<file path="src/rtl/disp_boot_seq.sv">
module disp_boot_seq #(
  parameter int          TICKS_PER_MS = 1000,
  parameter int          PD_LOW_MS    = 20,
  parameter int          PD_HIGH_MS   = 20,
  parameter int          WAKE_MS      = 20,
  parameter int          OSC_MS       = 10,
  parameter int          PLL_MS       = 10,
  parameter int          POLL_LIMIT   = 1000,
  parameter logic [7:0]  CMD_WAKE     = 8'h00,
  parameter logic [7:0]  CMD_EXTOSC   = 8'h44,
  parameter logic [7:0]  CMD_PLL      = 8'h62,
  parameter logic [7:0]  CMD_CORE_RST = 8'h68,
  parameter logic [23:0] ID_ADDR      = 24'h0C0000,
  parameter logic [7:0]  ID_VALUE     = 8'h7C,
  parameter logic [23:0] CFG_BASE     = 24'h102428,
  parameter logic [15:0] H_CYCLE      = 16'd548,
  parameter logic [15:0] H_OFFSET     = 16'd43,
  parameter logic [15:0] H_SIZE       = 16'd480,
  parameter logic [15:0] H_SYNC0      = 16'd0,
  parameter logic [15:0] H_SYNC1      = 16'd41,
  parameter logic [15:0] V_CYCLE      = 16'd292,
  parameter logic [15:0] V_OFFSET     = 16'd12,
  parameter logic [15:0] V_SIZE       = 16'd272,
  parameter logic [15:0] V_SYNC0      = 16'd0,
  parameter logic [15:0] V_SYNC1      = 16'd10,
  parameter logic [15:0] SWIZZLE      = 16'd0,
  parameter logic [15:0] PCLK_POL     = 16'd1,
  parameter logic [15:0] PCLK_DIV     = 16'd5
) (
  input  logic        clk,
  input  logic        rst_n,
  input  logic        tick,
  output logic        pd_n,
  output logic        req_valid,
  output logic [1:0]  req_op,
  output logic [23:0] req_addr,
  output logic [15:0] req_wdata,
  input  logic        rsp_done,
  input  logic [7:0]  rsp_rdata,
  output logic        done,
  output logic        err
);

  localparam int NWR    = 13;
  localparam int NWIDE  = 10;
  localparam int MAX_A  = (PD_LOW_MS > PD_HIGH_MS) ? PD_LOW_MS : PD_HIGH_MS;
  localparam int MAX_B  = (WAKE_MS > OSC_MS) ? WAKE_MS : OSC_MS;
  localparam int MAX_C  = (MAX_B > PLL_MS) ? MAX_B : PLL_MS;
  localparam int MAX_MS = (MAX_A > MAX_C) ? MAX_A : MAX_C;
  localparam int TW     = $clog2(MAX_MS * TICKS_PER_MS + 1);
  localparam int PW     = $clog2(POLL_LIMIT + 1);

  typedef enum logic [2:0] {
    S_PDLO, S_PDHI, S_HOST, S_DELAY, S_POLL, S_WRITE, S_DONE, S_ERR
  } state_t;

  state_t        st;
  logic [TW-1:0] cnt;
  logic [1:0]    cidx;
  logic [PW-1:0] polls;
  logic [3:0]    widx;

  logic [7:0]    opc;
  logic [TW-1:0] hdly;
  logic [TW-1:0] tgt;
  logic [15:0]   wval;
  logic          elapsed;
  logic          last_cmd;

  always_comb begin
    unique case (cidx)
      2'd0: begin opc = CMD_WAKE;     hdly = TW'(WAKE_MS * TICKS_PER_MS); end
      2'd1: begin opc = CMD_EXTOSC;   hdly = TW'(OSC_MS * TICKS_PER_MS);  end
      2'd2: begin opc = CMD_PLL;      hdly = TW'(PLL_MS * TICKS_PER_MS);  end
      default: begin opc = CMD_CORE_RST; hdly = '0; end
    endcase
  end

  always_comb begin
    case (st)
      S_PDLO:  tgt = TW'(PD_LOW_MS * TICKS_PER_MS);
      S_PDHI:  tgt = TW'(PD_HIGH_MS * TICKS_PER_MS);
      default: tgt = hdly;
    endcase
  end

  always_comb begin
    case (widx)
      4'd0:    wval = H_CYCLE;
      4'd1:    wval = H_OFFSET;
      4'd2:    wval = H_SIZE;
      4'd3:    wval = H_SYNC0;
      4'd4:    wval = H_SYNC1;
      4'd5:    wval = V_CYCLE;
      4'd6:    wval = V_OFFSET;
      4'd7:    wval = V_SIZE;
      4'd8:    wval = V_SYNC0;
      4'd9:    wval = V_SYNC1;
      4'd10:   wval = SWIZZLE;
      4'd11:   wval = PCLK_POL;
      default: wval = PCLK_DIV;
    endcase
  end

  assign elapsed  = tick && (cnt + 1'b1 == tgt);
  assign last_cmd = (cidx == 2'd3);

  always_ff @(posedge clk) begin
    if (!rst_n) begin
      st    <= S_PDLO;
      cnt   <= '0;
      cidx  <= '0;
      polls <= '0;
      widx  <= '0;
    end else begin
      case (st)
        S_PDLO, S_PDHI, S_DELAY: begin
          if (elapsed) begin
            cnt <= '0;
            if (st == S_PDLO)
              st <= S_PDHI;
            else if (st == S_PDHI)
              st <= S_HOST;
            else if (last_cmd)
              st <= S_POLL;
            else begin
              cidx <= cidx + 1'b1;
              st   <= S_HOST;
            end
          end else if (tick) begin
            cnt <= cnt + 1'b1;
          end
        end
        S_HOST: begin
          if (rsp_done) begin
            if (hdly != '0)
              st <= S_DELAY;
            else if (last_cmd)
              st <= S_POLL;
            else
              cidx <= cidx + 1'b1;
          end
        end
        S_POLL: begin
          if (rsp_done) begin
            if (rsp_rdata == ID_VALUE) begin
              st   <= S_WRITE;
              widx <= '0;
            end else if (polls == PW'(POLL_LIMIT - 1)) begin
              st <= S_ERR;
            end else begin
              polls <= polls + 1'b1;
            end
          end
        end
        S_WRITE: begin
          if (rsp_done) begin
            if (widx == 4'(NWR - 1))
              st <= S_DONE;
            else
              widx <= widx + 1'b1;
          end
        end
        default: ;
      endcase
    end
  end

  assign pd_n      = (st != S_PDLO);
  assign req_valid = (st == S_HOST) || (st == S_POLL) || (st == S_WRITE);
  assign done      = (st == S_DONE);
  assign err       = (st == S_ERR);

  always_comb begin
    req_op    = 2'd0;
    req_addr  = '0;
    req_wdata = '0;
    case (st)
      S_HOST:  req_addr = {opc, 16'h0000};
      S_POLL: begin
        req_op   = 2'd1;
        req_addr = ID_ADDR;
      end
      S_WRITE: begin
        req_op    = (widx < 4'(NWIDE)) ? 2'd3 : 2'd2;
        req_addr  = CFG_BASE + {18'd0, widx, 2'b00};
        req_wdata = wval;
      end
      default: ;
    endcase
  end

  assert_quiet_in_pd_R1: assert property (@(posedge clk) disable iff (!rst_n)
    !pd_n |-> !req_valid);

  assert_req_hold_R5: assert property (@(posedge clk) disable iff (!rst_n)
    (req_valid && !rsp_done) |=> (req_valid && $stable(req_op) &&
                                  $stable(req_addr) && $stable(req_wdata)));

  assert_err_final_R7: assert property (@(posedge clk) disable iff (!rst_n)
    err |=> (err && !req_valid && !done));

  assert_pclk_last_R9: assert property (@(posedge clk) disable iff (!rst_n)
    $rose(done) |-> ($past(rsp_done) && $past(req_addr) == CFG_BASE + 24'd48));

  assert_done_sticky_R10: assert property (@(posedge clk) disable iff (!rst_n)
    done |=> (done && !req_valid));

endmodule

</file>
<file path="config.mk">
export PLATFORM = sky130hd
export DESIGN_NAME = disp_boot_seq
export DESIGN_NICKNAME = d
export VERILOG_FILES = /design/src/rtl/disp_boot_seq.sv
export SDC_FILE = /design/constraint.sdc
export NUM_CORES = 1
export LEC_CHECK = 0
export ABC_AREA = 1
export ABC_CLOCK_PERIOD_IN_PS = 2000
export BUFFER_PORTS_ARGS = -buffer_cell sky130_fd_sc_hd__buf_2
export CAP_MARGIN = 20
export CORE_MARGIN = 2
export CORE_UTILIZATION = 50
export DETAILED_ROUTE_END_ITERATION = 16
export PLACE_DENSITY_LB_ADDON = 0.15
export RECOVER_POWER = 50
export SLEW_MARGIN = 20
export SYNTH_ARGS = -nofsm -noshare
export SYNTH_HDL_FRONTEND = slang
export SYNTH_SLANG_ARGS = --single-unit
</file>
<file path="constraint.sdc">
create_clock -name clk -period 2 [get_ports clk]
set_clock_uncertainty 0.2 [all_clocks]
set_input_delay 0 -clock clk [delete_from_list [all_inputs] [get_ports clk]]
set_output_delay 0 -clock clk [all_outputs]
set_load 0.01 [all_outputs]
</file>
=== Yosys cells after proc, flatten, opt, wreduce, memory -nomap -nowiden ===
Memory sizes are Yosys's and may differ from the RTL's. A register that Yosys moved wholly into a read port is not among the register bits.
Cells that the tools add are included.

* Logic and storage cells: 95
* Bits in registers: 34
* ROM bits: 160
* Bits of input ports: 12
* Output and inout port bits: 46
* Memories kept: 1

* Add/subtract/negate cells: 5
* Equality and inequality tests: 26
* Reductions and logical operators: 19
* Mux-type cells: 36
* Bitwise logic cells: 2
* $lt $le $gt $ge: 1

{| class="wikitable"
|+ Memories
! name !! depth !! bits a word !! rd ports !! clocked after Yosys merged registers in !! write ports !! line !! text
|-
| (no name shown) || 16 || 10 || 1 || 1 || 0 || 88 || <nowiki>case (widx)</nowiki>
|}

{| class="wikitable"
|+ Operators with widths
! cell !! number
|-
| 24-bit one-hot mux with 3 select lines || 1
|-
| 15-bit two-way mux || 3
|-
| 3-bit two-way mux || 12
|-
| 15-bit one-hot mux with 2 select lines || 1
|-
| 4-bit two-way mux || 6
|-
| 21-bit by 6-bit adder with 22-bit output, first input constant || 1
|-
| 7-bit one-hot mux with 3 select lines || 1
|-
| 2-bit inequality test, second input constant || 10
|-
| 16-bit two-way mux || 1
|-
| 15-bit by 1-bit adder with 15-bit output, second input constant || 1
|-
| 15-bit == test || 1
|-
| 15-bit nonzero test || 1
|-
| 3-bit == test, second input constant || 4
|-
| 2-bit two-way mux || 6
|-
| 3-bit one-hot mux with 4 select lines || 1
|-
| 10-bit by 1-bit adder with 10-bit output, second input constant || 1
|-
| 10-bit == test, second input constant || 1
|-
| 8-bit by 7-bit == test with 1-bit output, second input constant || 1
|-
| 2-bit one-hot mux with 2 select lines || 2
|-
| 4-bit one-hot mux with 2 select lines || 1
|-
| 8-bit AND reduction || 1
|-
| 3-bit by 2-bit == test with 1-bit output, second input constant || 2
|-
| 3-bit inequality test, second input constant || 2
|-
| 6-bit AND reduction || 1
|-
| other kinds (21) || 27
|}

=== Depth between registers and ports, before layout ===
Gate-level depths: netlist of the first run.

* Depth in word-level cells: 8
* Depth in mapped cells: 16
* Depth with buffers taken out: 16

=== Least setup slack after synthesis of the first run ===
No wires, ideal clock.

* Kind: reg-to-reg
* From: register st[2]
* To: register, netlist name wval[2]
* Arrival: 2.027 ns
* Data required time: 1.726 ns
* Stages on the path, launching flop included: 15
* Setup slack: -0.301 ns
* Path buffers: 0
* Path through: dfxtp_1 inv_2 nor3_4 nand2_1 nand2_1 nand3_2 clkinv_2 nand3_1 o21ai_0 nand2_1 inv_1 ha_1 nand2_1 nand2_1 o21ai_0

* Cells in the longest elaborated chain, start to end: 5
* Elaborated cells on any way between the ends: 11
* Those cells by class: 6 x eq/ne; 3 x mux; 2 x reduce/logical

{| class="wikitable"
|+ RTL lines
! what !! line !! text
|-
| start: declaration || 57 || <nowiki>state_t st;</nowiki>
|-
| start signal: assignment || 110 || <nowiki>st <= S_PDLO;</nowiki>
|-
| start signal: assignment || 121 || <nowiki>st <= S_PDHI;</nowiki>
|-
| start signal: assignment || 123 || <nowiki>st <= S_HOST;</nowiki>
|-
| 3-bit == test || 116 || <nowiki>case (st)</nowiki>
|-
| 2-bit inequality test (no source line) / 2-bit nonzero test (equally long branches) || - ||
|-
| 5-bit AND reduction (no source line) || - ||
|-
| 4-bit two-way mux (no source line) * (2 in series) || - ||
|}

Every way passes the cells marked *; elsewhere a longest branch is shown, timed or not.
A chain may end at the register's enable or synchronous reset.

=== Final worst setup path of the first run ===
* From: register cnt[1]
* To: register cnt[1]

* Cells in the longest elaborated chain, start to end: 5
* Elaborated cells on any way between the ends: 7
* Those cells by class: 1 x add/sub; 1 x eq/ne; 2 x mux; 3 x reduce/logical

{| class="wikitable"
|+ RTL lines
! what !! line !! text
|-
| start: declaration || 58 || <nowiki>logic [TW-1:0] cnt;</nowiki>
|-
| start signal: assignment || 131 || <nowiki>cnt <= cnt + 1'b1;</nowiki>
|-
| 15-bit by 1-bit adder with 15-bit output * || 105, 131 ||
|-
| 15-bit == test || 105 || <nowiki>assign elapsed = tick && (cnt + 1'b1 == tgt);</nowiki>
|-
| 1-bit logical AND || 105 ||
|-
| 2-bit nonzero test (no source line) || - ||
|-
| 2-bit AND reduction (no source line) || - ||
|}

Every way passes the cells marked *; elsewhere a longest branch is shown, timed or not. The select of a mux whose other input is x is not followed.

==> flow_metrics.env, run 1 <==
export IMPL_clk_pin_slew_ps=90
export IMPL_postPlaceCellArea_sq_mm=0.00384
export IMPL_tightestPinTransition_ps=655
export IMPL_slowest_stage="dfxtp_2"
export IMPL_hpwl_mm=5.96
export IMPL_cts_root_buffer="clkbuf_8"
export IMPL_cts_tree="built"
export IMPL_layout_common_cells="nand2_1 (106), buf_4 (99), inv_1 (53)"
export IMPL_startpoint_type="flip-flop"
export IMPL_synth_ff_latch_count=43
export IMPL_gp_congestion=0.893
export IMPL_r2r_end="cnt[1]$_SDFFE_PN0P_"
export IMPL_slew_violations=0
export IMPL_hold_class="input pin to flip-flop"
export IMPL_grt_overflow_total=0
export IMPL_first_global_vias=3049
export IMPL_setup_viol=42
export IMPL_period_needed_ps=2200
export IMPL_critPathKind="flip-flop to flip-flop"
export IMPL_cp_end_kind="flip-flop"
export IMPL_pre_cts_slack_ps=-249
export IMPL_grt_max_degree=20
export IMPL_cp_cell_sequence="ha_4, nand2_4, nor2_4, nand2_1, o21bai_2, nand2_1, nand2_1, nand2_1, nor2_1, nand3_2, buf_4, nand3_1, a21oi_1"
export IMPL_die_area_sq_mm=0.00667
export IMPL_final_hold_violation_count=7
export IMPL_antenna_left=0
export IMPL_whs_ps=-162
export IMPL_clkLatencyLatePin_ps=300
export IMPL_grt_setup_unrepaired="yes"
export IMPL_relSlewSlack_pct=55.9
export IMPL_ioPinCount=58
export IMPL_core_sq_mm=0.00589
export IMPL_die_y_um=81.6
export IMPL_final_cell_area_sq_mm=0.00438
export IMPL_multiInputGateArea_sq_mm=0.00203
export IMPL_cts_inserted_buffers=5
export IMPL_initial_core_util_pct=51.2
export IMPL_drv_cap=0
export IMPL_synth_cell_types=39
export IMPL_crit_start="cnt[1]$_SDFFE_PN0P_"
export IMPL_fin_crit_sh_pct=110
export IMPL_drt_first_pass_iters=5
export IMPL_totalWireLength_mm=8.52
export IMPL_setup_slack_ps=-202
export IMPL_leakage_nw=2.13
export IMPL_layout_cells_most_common="nand2_1"
export IMPL_grt_total_usage_pct=25.7
export IMPL_reg2reg_from="cnt[1]$_SDFFE_PN0P_"
export IMPL_violations="negative hold slack, negative setup slack"
export IMPL_reg2reg_depth=13
export IMPL_fin_nets=642
export IMPL_die_x_um=81.6
export IMPL_drt_iter0_markers=166
export IMPL_synth_area_per_cell_sq_um=6.33
export IMPL_critical_path_required_ps=1960
export IMPL_crit_path_end="cnt[1]$_SDFFE_PN0P_"
export IMPL_fill_cells=483
export IMPL_cp_slowest_stage_delay_ps=360
export IMPL_area_growth_pct=45.2
export IMPL_ff2ff_setup_slack_ps=-200
export IMPL_outcome="finished with violations"
export IMPL_fmax_ghz=0.454
export IMPL_htreeDepth=2
export IMPL_rows=28
export IMPL_yosysSeqAreaShare_pct=28.6
export IMPL_cp_max_fo=9
export IMPL_irDropWorstVdd_v=0.000482
export IMPL_worst_path_most_repeated_cell="nand2_1"
export IMPL_antennaDiodeCount=0
export IMPL_drc_errors=0
export IMPL_drive_above_1_share_pct=39.9
export IMPL_synthesis_area_sq_mm=0.00301
export IMPL_antenna_found_initial=0
export IMPL_seq_area_sq_um=885
export IMPL_grt_pass1_wl_mm=13.5
export IMPL_place_inst=662
export IMPL_io_buffer_count=40
export IMPL_vias_per_cell=5.01
export IMPL_crit_arrival_ps=2160
export IMPL_final_util_pct=74.4
export IMPL_synthCells=476
export IMPL_total_power_mw=2.42
export IMPL_avgRoutedWirePerCell_um=12.3
export IMPL_pwr_density_cell_mw_per_mm2=553
export IMPL_cts_num_sinks=43
export IMPL_dr_total_vias=3465
export IMPL_setup_tns_ps=-4510
export IMPL_cts_buffer_depth=2
export IMPL_ys_warn_count=0
export IMPL_stdcell_count=691
-- power by group --
part	switching, mW	internal, mW	total, mW
logic	0.503	0.356	0.858
clock network	0.330	0.283	0.613
registers	0.0476	0.903	0.950
total	0.881	1.54	2.42
-- layout make-up --
| class | count | share of cell area, % |
|---|---|---|
| repair buffers | 145 | 23.0 |
| flip-flops and latches | 43 | 20.2 |
| well taps | 75 | 2.14 |
| inverters | 66 | 6.03 |
| clock buffers | 6 | 1.89 |
| multi-input cells | 354 | 46.4 |
| clock inverters | 2 | 0.372 |
-- worst max-delay path, delay by kind of cell (launching register included) --
family	cells	cell delay [ps]
flops	1	360
fa+ha+maj	1	160
buf+inv	1	200
compound gates	2	220
simple gates	9	900
-- flip-flops by register name, summed over array words and instances, names as in the netlist --
| name | cells |
|---|---|
| cnt | 15 |
| wval | 9 |
| widx | 4 |
| st | 3 |
| cidx | 2 |
| polls | 10 |
-- cells in the mapped netlist, drive strengths merged --
library cell | instances | area, sq um
xnor2 | 1 | 8.76
nor4 | 1 | 6.26
nor3 | 10 | 71.3
a21oi | 26 | 130
clkinv | 3 | 18.8
buf | 24 | 174
xor2 | 6 | 52.6
clkbuf | 5 | 20.0
ha | 15 | 188
o21bai | 3 | 26.3
o21ai | 16 | 83.8
nand3b | 1 | 7.51
nand2 | 130 | 508
nand4 | 19 | 119
dfxtp | 43 | 861
inv | 63 | 236
nor2 | 66 | 265
conb | 1 | 3.75
or2 | 2 | 12.5
and3 | 1 | 6.26
a31oi | 1 | 6.26
o2111ai | 1 | 8.76
o21a | 1 | 7.51
nor3b | 1 | 7.51
nand3 | 36 | 185
-- repair_timing --
item	in CTS	in global routing
setup buffers	17	2
gates resized for setup	55	40
hold buffers	1	1
endpoints found under the hold margin	16	12
endpoints found under the setup margin	22	37
pin swaps	16	15
-- routing by layer --
layer	wire [um]	part of all wire (%)	GRT usage [%]	up-vias
li1	-	-	-	1761
met1	3710	44	31.6	1587
met2	4270	50	45.7	103
met3	407	4.8	3.74	14
met4	131	1.5	8.83	0
met5	0	0	0	-
-- how the worst min path moves through the flow --
stage	startpoint	endpoint	slack, ps	depth (start not counted)
after CTS	rst_n	st[1]$_SDFFE_PN0P_	-110	3
after detailed placement	tick	cnt[7]$_SDFFE_PN0P_	220	4
after floorplan	rsp_done	polls[2]$_SDFFE_PN0P_	70	4
after global routing	rst_n	polls[1]$_SDFFE_PN0P_	-120	3
after global placement	tick	cnt[7]$_SDFFE_PN0P_	220	4
final	rst_n	polls[1]$_SDFFE_PN0P_	-160	3
-- cells by family after synthesis --
kind of cell / Yosys count / share of synthesized area (%)
other: 1 / 0.124
XOR/XNOR: 7 / 2.03
AND/OR/NAND/NOR: 267 / 39.4
buffers and inverters: 95 / 14.9
AO/OA/AOI/OAI: 48 / 8.72
flip-flops: 43 / 28.6
adder cells (fa/ha/maj): 15 / 6.23
Power figures use the tool's default switching activity.
==> run 2, diff against run 1 <==
--- a/config.mk
+++ b/config.mk
@@ -10,10 +10,11 @@
 export BUFFER_PORTS_ARGS = -buffer_cell sky130_fd_sc_hd__buf_2
 export CAP_MARGIN = 20
 export CORE_MARGIN = 2
-export CORE_UTILIZATION = 50
+export CORE_UTILIZATION = 38
 export DETAILED_ROUTE_END_ITERATION = 16
 export PLACE_DENSITY_LB_ADDON = 0.15
 export RECOVER_POWER = 50
+export SETUP_SLACK_MARGIN = 0.1
 export SLEW_MARGIN = 20
 export SYNTH_ARGS = -nofsm -noshare
 export SYNTH_HDL_FRONTEND = slang
==> run 2 against run 1 <==
Against the previous run:
- the flow finishes with violations (negative setup slack)
- combinational power grew 13%
- critical endpoint is now cidx[1]$_SDFFE_PN0P_
- sequential power grew 2%
- final cell count grew 5.6%
- clock power shrank 5.7%
- cell area grew 10%
- clock-buffer cell count is the same
==> flow_metrics.env, run 2 (same netlist as run 1, synthesis figures left out) <==
export IMPL_tightestPinTransition_ps=710
export IMPL_grt_total_usage_pct=19.9
export IMPL_critical_path_required_ps=2030
export IMPL_ioPinCount=58
export IMPL_rows=32
export IMPL_vias_per_cell=4.73
export IMPL_crit_cells=15
export IMPL_drt_first_pass_iters=4
export IMPL_irDropWorstVdd_v=0.000324
export IMPL_die_area_sq_mm=0.00866
export IMPL_antennaDiodeCount=0
export IMPL_fin_crit_sh_pct=110
export IMPL_die_y_um=93.1
export IMPL_top_register="cnt"
export IMPL_grt_setup_unrepaired="yes"
export IMPL_first_global_vias=3190
export IMPL_antenna_found_initial=0
export IMPL_violations="negative setup slack"
export IMPL_drt_iter0_markers=125
export IMPL_cts_tree="built"
export IMPL_die_x_um=93.1
export IMPL_ff2ff_setup_slack_ps=-190
export IMPL_place_inst=682
export IMPL_avgRoutedWirePerCell_um=12.3
export IMPL_final_util_pct=62.8
export IMPL_hold_class="input pin to flip-flop"
export IMPL_dr_total_vias=3453
export IMPL_fmax_ghz=0.456
export IMPL_relSlewSlack_pct=52.6
export IMPL_grt_overflow_total=0
export IMPL_crit_path_end="cidx[1]$_SDFFE_PN0P_"
export IMPL_fill_cells=656
export IMPL_area_growth_pct=60.1
export IMPL_r2r_end="cidx[1]$_SDFFE_PN0P_"
export IMPL_io_buffer_count=40
export IMPL_crit_start="cnt[1]$_SDFFE_PN0P_"
export IMPL_drc_errors=0
export IMPL_initial_core_util_pct=39.2
export IMPL_antenna_left=0
export IMPL_fin_nets=654
export IMPL_slowest_stage="dfxtp_4"
export IMPL_layout_cells_most_common="nand2_1"
export IMPL_cp_cell_sequence="ha_4, nand2_4, nor2_4, nand2_2, nand3_2, nand3_1, nor2_1, nand2_1, nor2_2, nand3_4, nand2_4, nand2_2, nand2_1, nand2_1, nor2_1"
export IMPL_core_sq_mm=0.00769
export IMPL_reg2reg_depth=15
export IMPL_cp_end_kind="flip-flop"
export IMPL_cts_root_buffer="clkbuf_8"
export IMPL_drive_above_1_share_pct=45.7
export IMPL_slew_violations=0
export IMPL_leakage_nw=2.27
export IMPL_hpwl_mm=5.99
export IMPL_setup_viol=17
export IMPL_cts_num_sinks=43
export IMPL_clkLatencyLatePin_ps=310
export IMPL_largest_reg_flops=15
export IMPL_gp_congestion=0.866
export IMPL_cts_buffer_depth=2
export IMPL_drv_cap=0
export IMPL_cp_slowest_stage_delay_ps=390
export IMPL_startpoint_type="flip-flop"
export IMPL_totalWireLength_mm=8.97
export IMPL_critPathKind="flip-flop to flip-flop"
export IMPL_layout_common_cells="nand2_1 (102), buf_4 (101), inv_1 (46)"
export IMPL_htreeDepth=2
export IMPL_critical_path_top_delay_family="simple AND/OR/NAND/NOR gates"
export IMPL_outcome="finished with violations"
export IMPL_cp_max_fo=6
export IMPL_final_hold_violation_count=0
export IMPL_reg2reg_from="cnt[1]$_SDFFE_PN0P_"
export IMPL_clk_pin_slew_ps=100
export IMPL_grt_max_degree=17
export IMPL_setup_slack_ps=-193
export IMPL_worst_path_most_repeated_cell="nand2_1"
export IMPL_path_buf_inv=0
export IMPL_total_power_mw=2.52
export IMPL_cts_inserted_buffers=5
export IMPL_pwr_density_cell_mw_per_mm2=521
export IMPL_period_needed_ps=2190
export IMPL_stdcell_count=730
export IMPL_grt_pass1_wl_mm=14.0
export IMPL_crit_arrival_ps=2230
## run 2: cell types whose count changed in the layout (fill, tap and decap cells not counted), moves of 7 or more
cell,delta
buf_2,-7
buf_6,+19
inv_1,-7
nor2_1,-7
nor2_4,+10
## run 2: routing by layer
| metal | up-vias | global-route usage [%] | share of wire, % |
|---|---|---|---|
| met1 | 1590 | 24.9 | 45 |
| li1 | 1788 | - | - |
| met5 | - | 0 | 0 |
| met3 | 9 | 3.14 | 3.3 |
| met2 | 66 | 35.3 | 50 |
| met4 | 0 | 5.51 | 1.4 |
## run 2: cell type report
class	count	area, sq um	area share (%)
flip-flops and latches	43	893	18.5
clock inverters	2	12.5	0.259
inverters	66	279	5.78
repair buffers	157	1230	25.5
well taps	102	128	2.64
clock buffers	6	72.6	1.50
multi-input cells	354	2210	45.8
## run 2: worst reg2reg max path, cell delays in order (launching register included)
cell,delay [ps]
dfxtp_4,390
ha_4,170
nand2_4,60
nor2_4,180
nand2_2,110
nand3_2,70
nand3_1,80
nor2_1,110
nand2_1,80
nor2_2,130
nand3_4,120
nand2_4,100
nand2_2,60
nand2_1,100
nand2_1,50
nor2_1,100
## run 2: report_power, final
group | switching (mW) | internal [mW]
clock network | 0.333 | 0.245
registers | 0.0626 | 0.903
logic | 0.530 | 0.442
## run 2: what timing repair did
item / CTS / global route
pin swaps: 16 / 19
buffers inserted: 20 / 17
gates cloned: 0 / 2
gates resized for setup: 59 / 89
endpoints found under the hold margin: 21 / 5
setup endpoints to repair: 29 / 51
hold buffers: 2 / 1
## run 2: worst min-delay path by stage
stage,from,end,slack (ps),cells after the start
6_report,rsp_rdata[4],polls[3]$_SDFFE_PN0P_,130,6
3_3_place_gp,rst_n,widx[3]$_SDFFE_PN0N_,220,3
5_1_grt,rsp_rdata[4],polls[3]$_SDFFE_PN0P_,180,6
3_5_place_dp,rst_n,widx[3]$_SDFFE_PN0N_,210,3
4_1_cts,rst_n,widx[2]$_SDFFE_PN0N_,-70,3
2_1_floorplan,rsp_done,polls[2]$_SDFFE_PN0P_,70,4
## run 2: stage by stage
stage	hold slack [ps]	instance area, sq um	setup WS [ps]	setup TNS [ps]
global route	185	4830	-341	-4920
detailed placement	212	3880	-217	-3240
global placement	216	3880	-195	-2820
floorplan	68.5	3180	-197	-961
finish	128	4830	-193	-2070
CTS	-73.0	4320	-115	-988
